==> src/rtl/link_irq_pkg.sv <==
package link_irq_pkg;
    localparam int NSRC = 8;

    // Source index inside the flag vector (bit i sits at register bit i+1)
    localparam int SRC_PGRX   = 0;
    localparam int SRC_PDF    = 1;
    localparam int SRC_ACK    = 2;
    localparam int SRC_LINKDN = 3;
    localparam int SRC_RFLT   = 4;
    localparam int SRC_ANDONE = 5;
    localparam int SRC_ENERGY = 6;
    localparam int SRC_WAKE   = 7;

    // Energy status is taken as high when acquisition starts
    localparam logic [NSRC-1:0] SRC_RST = NSRC'(1) << SRC_ENERGY;

    typedef struct packed {
        logic [NSRC-1:0] mask;
        logic            irq_n;
    } ctl_t;
endpackage

==> src/rtl/link_irq_edge.sv <==
module link_irq_edge #(
    parameter int              W       = 8,
    parameter logic [W-1:0]    RST_VAL = '0
) (
    input  logic         clk,
    input  logic         rst_n,
    input  logic [W-1:0] sig,
    output logic [W-1:0] rise,
    output logic [W-1:0] fall
);
    logic [W-1:0] prev_d, prev_q;

    always_comb begin
        prev_d = sig;
        rise   = sig & ~prev_q;
        fall   = ~sig & prev_q;
    end

    always_ff @(posedge clk or negedge rst_n) begin
        if (!rst_n) prev_q <= RST_VAL;
        else        prev_q <= prev_d;
    end
endmodule

==> src/rtl/link_irq_flags.sv <==
module link_irq_flags #(
    parameter int           W       = 8,
    parameter logic [W-1:0] RST_VAL = '0
) (
    input  logic         clk,
    input  logic         rst_n,
    input  logic [W-1:0] set_ev,
    input  logic [W-1:0] clr_ev,
    output logic [W-1:0] flag_d,
    output logic [W-1:0] flag_q
);
    // Per bit: a set in the same cycle as a clear keeps the flag
    for (genvar i = 0; i < W; i++) begin : g_bit
        always_comb begin
            flag_d[i] = set_ev[i] | (flag_q[i] & ~clr_ev[i]);
        end
    end

    always_ff @(posedge clk or negedge rst_n) begin
        if (!rst_n) flag_q <= RST_VAL;
        else        flag_q <= flag_d;
    end
endmodule

==> src/rtl/link_irq_ctrl.sv <==
module link_irq_ctrl
    import link_irq_pkg::*;
#(
    parameter int ADDR_W    = 5,
    parameter int DATA_W    = 16,
    parameter int FLAG_ADDR = 29,
    parameter int MASK_ADDR = 30,
    parameter int STAT_ADDR = 1,
    parameter int EXP_ADDR  = 6,
    parameter int FIELD_LSB = 1
) (
    input  logic              clk,
    input  logic              rst_n,
    input  logic              energy_det,
    input  logic              aneg_done,
    input  logic              remote_fault,
    input  logic              link_up,
    input  logic              partner_ack,
    input  logic              pdet_fault,
    input  logic              page_rcvd,
    input  logic [2:0]        wake_stat,
    input  logic              pme_n,
    input  logic              aneg_restart,
    input  logic [ADDR_W-1:0] reg_addr,
    input  logic              reg_rd,
    input  logic              reg_wr,
    input  logic [DATA_W-1:0] reg_wdata,
    output logic [DATA_W-1:0] reg_rdata,
    output logic              irq_n
);
    localparam int FIELD_MSB = FIELD_LSB + NSRC - 1;

    logic [NSRC-1:0] status, rise, fall;
    logic [NSRC-1:0] set_ev, clr_ev;
    logic [NSRC-1:0] flag_d, flag_q;
    logic [NSRC-1:0] mask_q;
    logic            rd_flag, rd_stat, rd_exp, wr_mask;
    logic            wdata_unused;
    ctl_t            ctl_d, ctl_q;

    assign wdata_unused = ^reg_wdata;

    always_comb begin
        status             = '0;
        status[SRC_PGRX]   = page_rcvd;
        status[SRC_PDF]    = pdet_fault;
        status[SRC_ACK]    = partner_ack;
        status[SRC_LINKDN] = link_up;
        status[SRC_RFLT]   = remote_fault;
        status[SRC_ANDONE] = aneg_done;
        status[SRC_ENERGY] = energy_det;
        status[SRC_WAKE]   = |wake_stat;
    end

    link_irq_edge #(.W(NSRC), .RST_VAL(SRC_RST)) u_edge (
        .clk  (clk),
        .rst_n(rst_n),
        .sig  (status),
        .rise (rise),
        .fall (fall)
    );

    always_comb begin
        rd_flag = reg_rd && (reg_addr == ADDR_W'(FLAG_ADDR));
        rd_stat = reg_rd && (reg_addr == ADDR_W'(STAT_ADDR));
        rd_exp  = reg_rd && (reg_addr == ADDR_W'(EXP_ADDR));
        wr_mask = reg_wr && (reg_addr == ADDR_W'(MASK_ADDR));

        // Set events: rising edges, except link status which sets on its fall
        set_ev             = rise;
        set_ev[SRC_LINKDN] = fall[SRC_LINKDN];

        // Clear events: each source has its own list; flag read clears all
        clr_ev             = {NSRC{rd_flag}};
        clr_ev[SRC_PGRX]   = clr_ev[SRC_PGRX] | fall[SRC_PGRX] | rd_exp
                           | aneg_restart | fall[SRC_LINKDN];
        clr_ev[SRC_PDF]    = clr_ev[SRC_PDF] | fall[SRC_PDF] | rd_exp
                           | aneg_restart | fall[SRC_LINKDN];
        clr_ev[SRC_ACK]    = clr_ev[SRC_ACK] | fall[SRC_ACK];
        clr_ev[SRC_LINKDN] = clr_ev[SRC_LINKDN] | rd_stat;
        clr_ev[SRC_RFLT]   = clr_ev[SRC_RFLT] | fall[SRC_RFLT] | rd_stat;
        clr_ev[SRC_ANDONE] = clr_ev[SRC_ANDONE] | fall[SRC_ANDONE];
        clr_ev[SRC_ENERGY] = clr_ev[SRC_ENERGY] | fall[SRC_ENERGY];
        clr_ev[SRC_WAKE]   = clr_ev[SRC_WAKE] | ~pme_n;
    end

    link_irq_flags #(.W(NSRC), .RST_VAL(SRC_RST)) u_flags (
        .clk   (clk),
        .rst_n (rst_n),
        .set_ev(set_ev),
        .clr_ev(clr_ev),
        .flag_d(flag_d),
        .flag_q(flag_q)
    );

    // Enable register and registered interrupt pin
    always_comb begin
        ctl_d = ctl_q;
        if (wr_mask) ctl_d.mask = reg_wdata[FIELD_MSB:FIELD_LSB];
        ctl_d.irq_n = ~|(flag_d & ctl_d.mask);
    end

    always_ff @(posedge clk or negedge rst_n) begin
        if (!rst_n) begin
            ctl_q.mask  <= '0;
            ctl_q.irq_n <= 1'b1;
        end else begin
            ctl_q <= ctl_d;
        end
    end

    assign mask_q = ctl_q.mask;
    assign irq_n  = ctl_q.irq_n;

    // Read data reflects state before any clear caused by this read
    always_comb begin
        reg_rdata = '0;
        if (reg_addr == ADDR_W'(FLAG_ADDR))
            reg_rdata[FIELD_MSB:FIELD_LSB] = flag_q;
        else if (reg_addr == ADDR_W'(MASK_ADDR))
            reg_rdata[FIELD_MSB:FIELD_LSB] = mask_q;
    end
endmodule

==> config.mk <==
export PLATFORM = sky130hd
export DESIGN_NAME = link_irq_ctrl
export DESIGN_NICKNAME = d
export VERILOG_FILES = /design/src/rtl/link_irq_pkg.sv /design/src/rtl/link_irq_edge.sv /design/src/rtl/link_irq_flags.sv /design/src/rtl/link_irq_ctrl.sv
export SDC_FILE = /design/constraint.sdc
export NUM_CORES = 1
export LEC_CHECK = 0
export BUFFER_PORTS_ARGS = -buffer_cell sky130_fd_sc_hd__buf_2
export CAP_MARGIN = 20
export CORE_MARGIN = 2
export CORE_UTILIZATION = 45
export CTS_CLUSTER_SIZE = 28
export DETAILED_ROUTE_END_ITERATION = 6
export PLACE_DENSITY_LB_ADDON = 0.05
export RECOVER_POWER = 25
export SLEW_MARGIN = 30
export SYNTH_ARGS = -nofsm -noshare
export SYNTH_HDL_FRONTEND = slang
export SYNTH_HIERARCHICAL = 1
export SYNTH_SLANG_ARGS = --single-unit
==> constraint.sdc <==
create_clock -name clk -period 4.6 [get_ports clk]
set_clock_uncertainty 0.2 [all_clocks]
set_input_delay 0.23 -clock clk [delete_from_list [all_inputs] [get_ports clk]]
set_output_delay 0.23 -clock clk [all_outputs]
set_load 0.005 [all_outputs]
==> impl_metrics.yaml, run 1 <==
final_layout:
  drive_gt1_frac: 0.402
  antenna_cells: 0
  fill_cells: 244
  mostFrequentLayoutCells: "buf_2, dfrtp_1, dlygate4sd3_1, and2b_2"
  final_nets: 202
  final_common_cell: "buf_2"
  finish.instance_area_um2: 1670
  area_growth_pct: 30.5
die:
  dieArea_um2: 3280
  die_h_um: 57.3
  coreArea_um2: 2730
  initial_core_util: 0.467
  die_w_um: 57.3
  rows: 19
  ioPinCount: 54
power:
  p_per_area_nw_per_um2: 269
  power_leakage_nw: 0.852
  irDropWorstVdd_uv: 211
setup_path:
  cp_slowest_cell: "a2111oi_0"
  crit_chain: "dlygate4sd3_1 -> buf_2 -> and2b_2 -> a2111oi_0 -> nand2b_1 -> inv_1 -> a21o_1 -> a22oi_1 -> and4_1"
  cp_top_family: "compound AO/OA/AOI/OAI gates"
  worstSetupPathType: "in2reg"
  cp.arrival_ns: 2.28
  end_kind: "flip-flop"
  start_kind: "input pin"
  cpPeakStageDelay_ns: 0.62
  worst-path-max-fanout: 2
  required_ns: 4.66
  path_buf_inv: 3
clock_tree:
  clk_path_buf_depth: 2
  numCtsBuffers: 3
  cts.sinks: 25
  clk_latency_ns: 0.31
  post-cts-setup-buffers: 0
  tritoncts: "built"
  clk_pin_slew_ns: 0.14
  cts_root_buf: "clkbuf_4"
  cts_resized: 0
  ctsHtreeMaxLevel: 1
sta:
  slew_viol_final: 0
  fin_hold_ws_ns: 0.0218
  rsz0062_at_grt: "false"
  final.setup.tns_ns: 0
  setup_violations: 0
  fin_crit_sh: 0.483
  timing.final.crit_period_ns: 2.22
  slew_headroom: 0.121
  clock.fmax_mhz: 450
  hold_viol_final: 0
  worst_pin_slew_ns: 1.32
global_routing:
  grt_usage: 0.172
  grt_pass1_vias: 980
  grt_pass1_wl_um: 4260
  grt_max_degree: 26
  gr-total-overflow: 0
  antenna_found_initial: 0
route:
  route.vias.total: 968
  wl_per_cell_um: 12.9
  first_pass_iters: 4
  initialDrtViolationCount: 28
  antenna_left: 0
  routed_wl_um: 2520
  avgViaCountPerCell: 4.96
  drc: 0
min_path:
  hold_path_class: "in2reg"
placed_design:
  port_buffers: 37
  gp_congestion: 0.729
  place_area_um2: 1470
  dp_hpwl_um: 1810
flow_run:
  maxCapViolCount: 0
synth:
  syn_avg_cell_area_um2: 12.0
  netlist_instances: 106
  ys_warn_count: 6
  netlist_area_um2: 1280
outcome:
  outcome: "finished clean"
routing by layer:
metal,wire length [um],track usage
met5,0,0
met4,16,0.0598
met3,96,0.0272
met2,1340,0.310
met1,1070,0.209
area by class of cell:
| type | instances | area, um^2 | area share |
|---|---|---|---|
| Inverter | 9 | 47.5 | 0.0285 |
| Tap cell | 31 | 38.8 | 0.0233 |
| Multi-Input combinational cell | 71 | 566 | 0.340 |
| Clock inverter | 1 | 5.00 | 0.00301 |
| Timing Repair Buffer | 55 | 357 | 0.214 |
| Sequential cell | 25 | 629 | 0.378 |
| Clock buffer | 3 | 22.5 | 0.0135 |
through the flow:
stage	std cells	utilization	power, mW	setup WS [ns]
6_report	195	0.609	0.448	2.38
5_1_grt	195	0.609	0.478	2.17
2_1_floorplan	113	-	0.318	2.77
3_3_place_gp	173	0.536	0.345	2.07
4_1_cts	195	0.612	0.457	2.38
3_5_place_dp	173	0.536	0.347	2.06
tightest hold or removal path, cell delays in order:
cell and delay, ns:
buf_2 0.07, nand2_1 0.04, inv_1 0.04, a21o_1 0.12
registers in the layout, summed over array words and instances, names as in the netlist:
register and flops:
u_flags/flag_q 8, mask_q 8, irq_n 1, u_edge/prev_q 8
path summary, 6_finish.rpt:
path | start | end | slack (ns) | cells after the start
worst max-delay path | link_up | irq_n | 2.38 | 9
worst min-delay path | pme_n | u_flags/flag_q[7] | 0.02 | 4
max in group asynchronous | rst_n | u_edge/prev_q[5] | 2.90 | 2
worst max register to register | u_edge/prev_q[3] | irq_n | 2.58 | 7
worst min register to register | u_flags/flag_q[0] | u_flags/flag_q[0] | 0.32 | 1
min in group asynchronous | rst_n | u_flags/flag_q[4] | 0.52 | 2
power breakdown:
| group | internal (mW) | switching (mW) | total [mW] | leakage (nW) |
|---|---|---|---|---|
| logic | 0.0531 | 0.0378 | 0.0908 | 0.540 |
| registers | 0.250 | 0.0117 | 0.261 | 0.295 |
| clock network | 0.0325 | 0.0628 | 0.0952 | 0.0177 |
repair_timing:
action	CTS	global route
hold endpoints to repair	38	0
hold buffers	18	0
endpoints found under the setup margin	0	0
(Power assumes the default switching activity.)
==> run 2, diff against run 1 <==
ABC_AREA = 1   (was default)
CORE_UTILIZATION = 44   (was 45)
clock period = 1.8 ns   (was 4.6 ns; I/O delays follow)
==> run 2 against run 1 <==
Critical endpoint is now mask_q[1]. Synthesized area up 13%. Clock-buffer cell count unchanged. Combinational power rose to 2.9 times the previous value. Flip-flop and latch count stayed put. Critical path type unchanged. Largest cell class unchanged. Non-clock buffer count increased by 5. Worst setup slack got worse by 2.2 ns.
==> impl_metrics.yaml, run 2 <==
synth:
  netlist_instances: 201
  ys_warn_count: 6
  netlist_area_um2: 1450
  syn_avg_cell_area_um2: 7.20
route:
  antenna_left: 0
  drc: 0
  avgViaCountPerCell: 4.28
  first_pass_iters: 4
  initialDrtViolationCount: 29
  route.vias.total: 1314
  routed_wl_um: 3050
  wl_per_cell_um: 9.93
sta:
  worst_pin_slew_ns: 0.622
  hold_viol_final: 0
  fin_ws_ns: 0.141
  slew_headroom: 0.585
  timing.final.crit_period_ns: 1.66
  clock.fmax_mhz: 603
  rsz0062_at_grt: "false"
  final.setup.tns_ns: 0
  fin_crit_sh: 0.922
  setup_violations: 0
  slew_viol_final: 0
  fin_hold_ws_ns: 0.00762
final_layout:
  final_nets: 301
  area_growth_pct: 31.5
  finish.instance_area_um2: 1900
  final_cells: 307
  mostFrequentLayoutCells: "inv_1, nand2_1, buf_2, dlygate4sd3_1, dfrtp_1"
  drive_gt1_frac: 0.190
  antenna_cells: 0
  final_common_cell: "inv_1"
  finish.utilization: 0.614
setup_path:
  end_kind: "flip-flop"
  cpPeakStageDelay_ns: 0.58
  cpMostUsedCell: "dlygate4sd3_1"
  cp_slowest_cell: "dlygate4sd3_1"
  cp.arrival_ns: 1.67
  crit_chain: "dlygate4sd3_1 -> buf_2 -> inv_1 -> nand4_1 -> dlygate4sd3_1 -> and2_2"
  required_ns: 1.81
  worst-path-max-fanout: 2
  worstSetupPathType: "in2reg"
  start_kind: "input pin"
clock_tree:
  cts_root_buf: "clkbuf_4"
  clk_path_buf_depth: 2
  numCtsBuffers: 3
  clk_pin_slew_ns: 0.13
  ctsHtreeMaxLevel: 1
  tritoncts: "built"
  post-cts-setup-buffers: 0
  cts.sinks: 25
  clk_latency_ns: 0.31
placed_design:
  place_area_um2: 1650
  numPlacedInstances: 281
  gp_congestion: 0.828
  place_ws_ns: 0.212
  port_buffers: 37
  dp_hpwl_um: 2260
die:
  die_w_um: 61.4
  coreArea_um2: 3100
  initial_core_util: 0.467
  ioPinCount: 54
  rows: 20
  die_h_um: 61.4
  dieArea_um2: 3770
power:
  irDropWorstVdd_uv: 282
  total_power_mw: 1.16
  p_per_area_nw_per_um2: 607
  power_leakage_nw: 1.09
global_routing:
  grt_max_degree: 26
  grt_pass1_vias: 1244
  antenna_found_initial: 0
  grt_pass1_wl_um: 5100
  gr-total-overflow: 0
  grt_usage: 0.185
flow_run:
  maxCapViolCount: 0
min_path:
  hold_path_class: "in2reg"
outcome:
  outcome: "finished clean"
[run 2: cell type report]
| class | instances | area [um^2] |
|---|---|---|
| Fill cell | 313 | 1200 |
| Inverter | 57 | 214 |
| Sequential cell | 25 | 629 |
| Multi-Input combinational cell | 117 | 574 |
| Clock inverter | 1 | 5.00 |
| Tap cell | 44 | 55.1 |
| Timing Repair Buffer | 60 | 404 |
| Clock buffer | 3 | 22.5 |
[run 2: power by group]
group | switching, mW | internal [mW]
clock network | 0.160 | 0.0829
logic | 0.143 | 0.125
registers | 0.0215 | 0.624
total | 0.324 | 0.831
[run 2: repair_timing]
item / in CTS / in global routing
hold endpoints to repair: 50 / 0
hold buffers: 22 / 0
endpoints found under the setup margin: 0 / 1
resized for setup: 0 / 2
[run 2: per-layer routing]
layer | vias up | share of wire | global-route usage
met5 | - | 0 | 0
met4 | 0 | 0.013 | 0.0456
met3 | 7 | 0.041 | 0.0252
met2 | 35 | 0.49 | 0.343
met1 | 580 | 0.45 | 0.227
li1 | 692 | - | -
[run 2: worst max-delay path: cells and delay by family]
family / cells / cell delay, ns
simple gates: 2 / 0.30
buf+inv: 4 / 1.28
[run 2: path summary, 6_finish.rpt]
path / from / to / slack (ns) / cells after the start
worst max-delay path: reg_wdata[2] / mask_q[1] / 0.14 / 6
worst min-delay path: wake_stat[1] / u_flags/flag_q[7] / 0.008 / 6
worst max register to register: u_edge/prev_q[6] / irq_n / 0.33 / 12
worst min register to register: u_flags/flag_q[6] / u_flags/flag_q[6] / 0.30 / 2
max in group asynchronous: rst_n / u_flags/flag_q[1] / 0.89 / 2
min in group asynchronous: rst_n / u_edge/prev_q[4] / 0.11 / 2
==> run 3, diff against run 2 <==
SETUP_SLACK_MARGIN = 0.4   (was default)
==> run 3 against run 2 <==
Global-route usage grew 0.52 points. Non-clock buffer count fell by 2. The run now ends with hold timing left. Largest cell class unchanged. Highest routed layer unchanged. Flip-flop and latch count is the same. Worst hold slack got worse by 0.30 ns.
==> impl_metrics.yaml, run 3 (synthesized netlist as in run 2, its figures left out) <==
outcome:
  outcome: "finished with violations"
  failed_checks: "hold timing"
die:
  coreArea_um2: 3100
  dieArea_um2: 3770
  rows: 20
  die_h_um: 61.4
  ioPinCount: 54
  initial_core_util: 0.467
  die_w_um: 61.4
route:
  wl_per_cell_um: 10.4
  antenna_left: 0
  avgViaCountPerCell: 4.30
  routed_wl_um: 3160
  initialDrtViolationCount: 32
  route.vias.total: 1310
  drc: 0
  first_pass_iters: 4
placed_design:
  dp_hpwl_um: 2260
  numPlacedInstances: 281
  port_buffers: 37
  gp_congestion: 0.828
sta:
  clock.fmax_mhz: 662
  timing.final.crit_period_ns: 1.51
  fin_hold_ws_ns: -0.295
  slew_viol_final: 0
  hold_viol_final: 6
  final.setup.tns_ns: 0
  fin_crit_sh: 0.839
  slew_headroom: 0.575
  setup_violations: 0
  worst_pin_slew_ns: 0.637
  rsz0062_at_grt: "true"
setup_path:
  worstSetupPathType: "reg2reg"
  r2r_setup_slack_ns: 0.29
  cp.arrival_ns: 1.57
  cpPeakStageDelay_ns: 0.57
  required_ns: 1.85
  end_kind: "flip-flop"
  cpMostUsedCell: "nand2_1"
  crit_chain: "inv_2 -> nor2_1 -> inv_1 -> nand2_1 -> inv_1 -> nand2_1 -> nand2_2 -> nand3_2 -> nand2_1 -> inv_1 -> nand2_1 -> nor2_1"
  r2r-end: "irq_n"
  cp_slowest_cell: "dfstp_2"
  worst-path-max-fanout: 2
  timing.rr.start: "u_edge/prev_q[6]"
  ff2ff_path_depth: 12
  start_kind: "flip-flop"
min_path:
  holdPathEnd: "u_edge/prev_q[3]"
  hold_path_class: "in2reg"
  holdPathStages: 1
  holdCritStartpoint: "link_up"
clock_tree:
  clk_latency_ns: 0.31
  cts.sinks: 25
  clk_pin_slew_ns: 0.14
  numCtsBuffers: 3
  tritoncts: "built"
  clk_path_buf_depth: 2
  cts_root_buf: "clkbuf_4"
  ctsHtreeMaxLevel: 1
power:
  power_leakage_nw: 1.09
  power_frac_clock: 0.215
  pwr-share-comb: 0.232
  irDropWorstVdd_uv: 288
  sequentialPowerShare: 0.552
  internal_power_mw: 0.831
  sw_frac_of_total: 0.289
  p_per_area_nw_per_um2: 618
  p_switching_mw: 0.337
global_routing:
  gr-total-overflow: 0
  grt_pass1_wl_um: 5230
  grt_pass1_vias: 1265
  grt_max_degree: 26
  grt_usage: 0.190
  antenna_found_initial: 0
final_layout:
  final_cells: 305
  final_nets: 299
  drive_gt1_frac: 0.230
  final_common_cell: "inv_1"
  mostFrequentLayoutCells: "inv_1, nand2_1, buf_2, dfrtp_1"
  area_growth_pct: 30.6
  antenna_cells: 0
flow_run:
  maxCapViolCount: 0
==> run 3: changes by cell type in the layout (fill, tap and decap cells not counted), moves of 2 or more <==
| cell | delta |
|---|---|
| o21ai_1 | +2 |
| dlygate4sd3_1 | -5 |
| nor3_2 | +2 |
| nor3_1 | -2 |
| inv_1 | -2 |
| buf_4 | +3 |
| o21ai_0 | -2 |
==> run 3: area by class of cell <==
type	count	area, um^2
repair buffers	58	378
multi-input cells	117	583
fillers	318	1210
clock buffers	3	22.5
inverters	57	218
flip-flops and latches	25	629
well taps	44	55.1
clock inverters	1	5.00
==> run 3: repair_timing <==
action                                 CTS  global route
pin swaps                                1            12
hold buffers                            16             1
endpoints found under the hold margin   50             4
gates cloned                             0             0
gates resized for setup                  2             7
setup endpoints to repair                4             3
setup buffers                            2             1
==> run 3: per-stage QoR <==
step	worst slack, ns	util	power, mW	cell area [um^2]	hold slack [ns]
after floorplan	0.455	-	0.819	1470	-0.406
after global placement	0.271	0.533	0.882	1650	-0.0882
after detailed placement	0.212	0.533	0.891	1650	-0.0809
after CTS	0.309	0.600	1.17	1860	-0.313
after global routing	0.194	0.609	1.25	1890	-0.324
final	0.289	0.609	1.17	1890	-0.295
==> run 3: critical path: cells and delay by family (launching register included) <==
kind	cells	cell delay, ns
flip-flops	1	0.57
AND/OR/NAND/NOR	8	0.52
buffers and inverters	4	0.14
==> run 3: worst max path at each step <==
| stage | startpoint | end | slack (ns) | cells after the start |
|---|---|---|---|---|
| 5_1_grt | u_edge/prev_q[6] | irq_n | 0.19 | 12 |
| 3_5_place_dp | reg_addr[4] | irq_n | 0.21 | 12 |
| 6_report | u_edge/prev_q[6] | irq_n | 0.29 | 12 |
| 4_1_cts | u_edge/prev_q[6] | irq_n | 0.31 | 12 |
| 2_1_floorplan | reg_addr[2] | irq_n | 0.46 | 15 |
| 3_3_place_gp | reg_addr[2] | irq_n | 0.27 | 16 |
==> run 3: power by group through the flow <==
stage	combinational, mW	sequential (mW)	clock, mW
after global placement	0.228	0.654	0
after CTS	0.265	0.646	0.260
after floorplan	0.167	0.651	0
final	0.271	0.645	0.252
after global routing	0.319	0.652	0.281
after detailed placement	0.234	0.657	0
==> run 3: layer usage <==
metal / global-route usage / vias to the layer above / share of wire
met2: 0.363 / 28 / 0.51
met5: 0 / - / 0
met1: 0.229 / 587 / 0.45
li1: - / 691 / -
met3: 0.0252 / 4 / 0.031
met4: 0.0365 / 0 / 0.0073
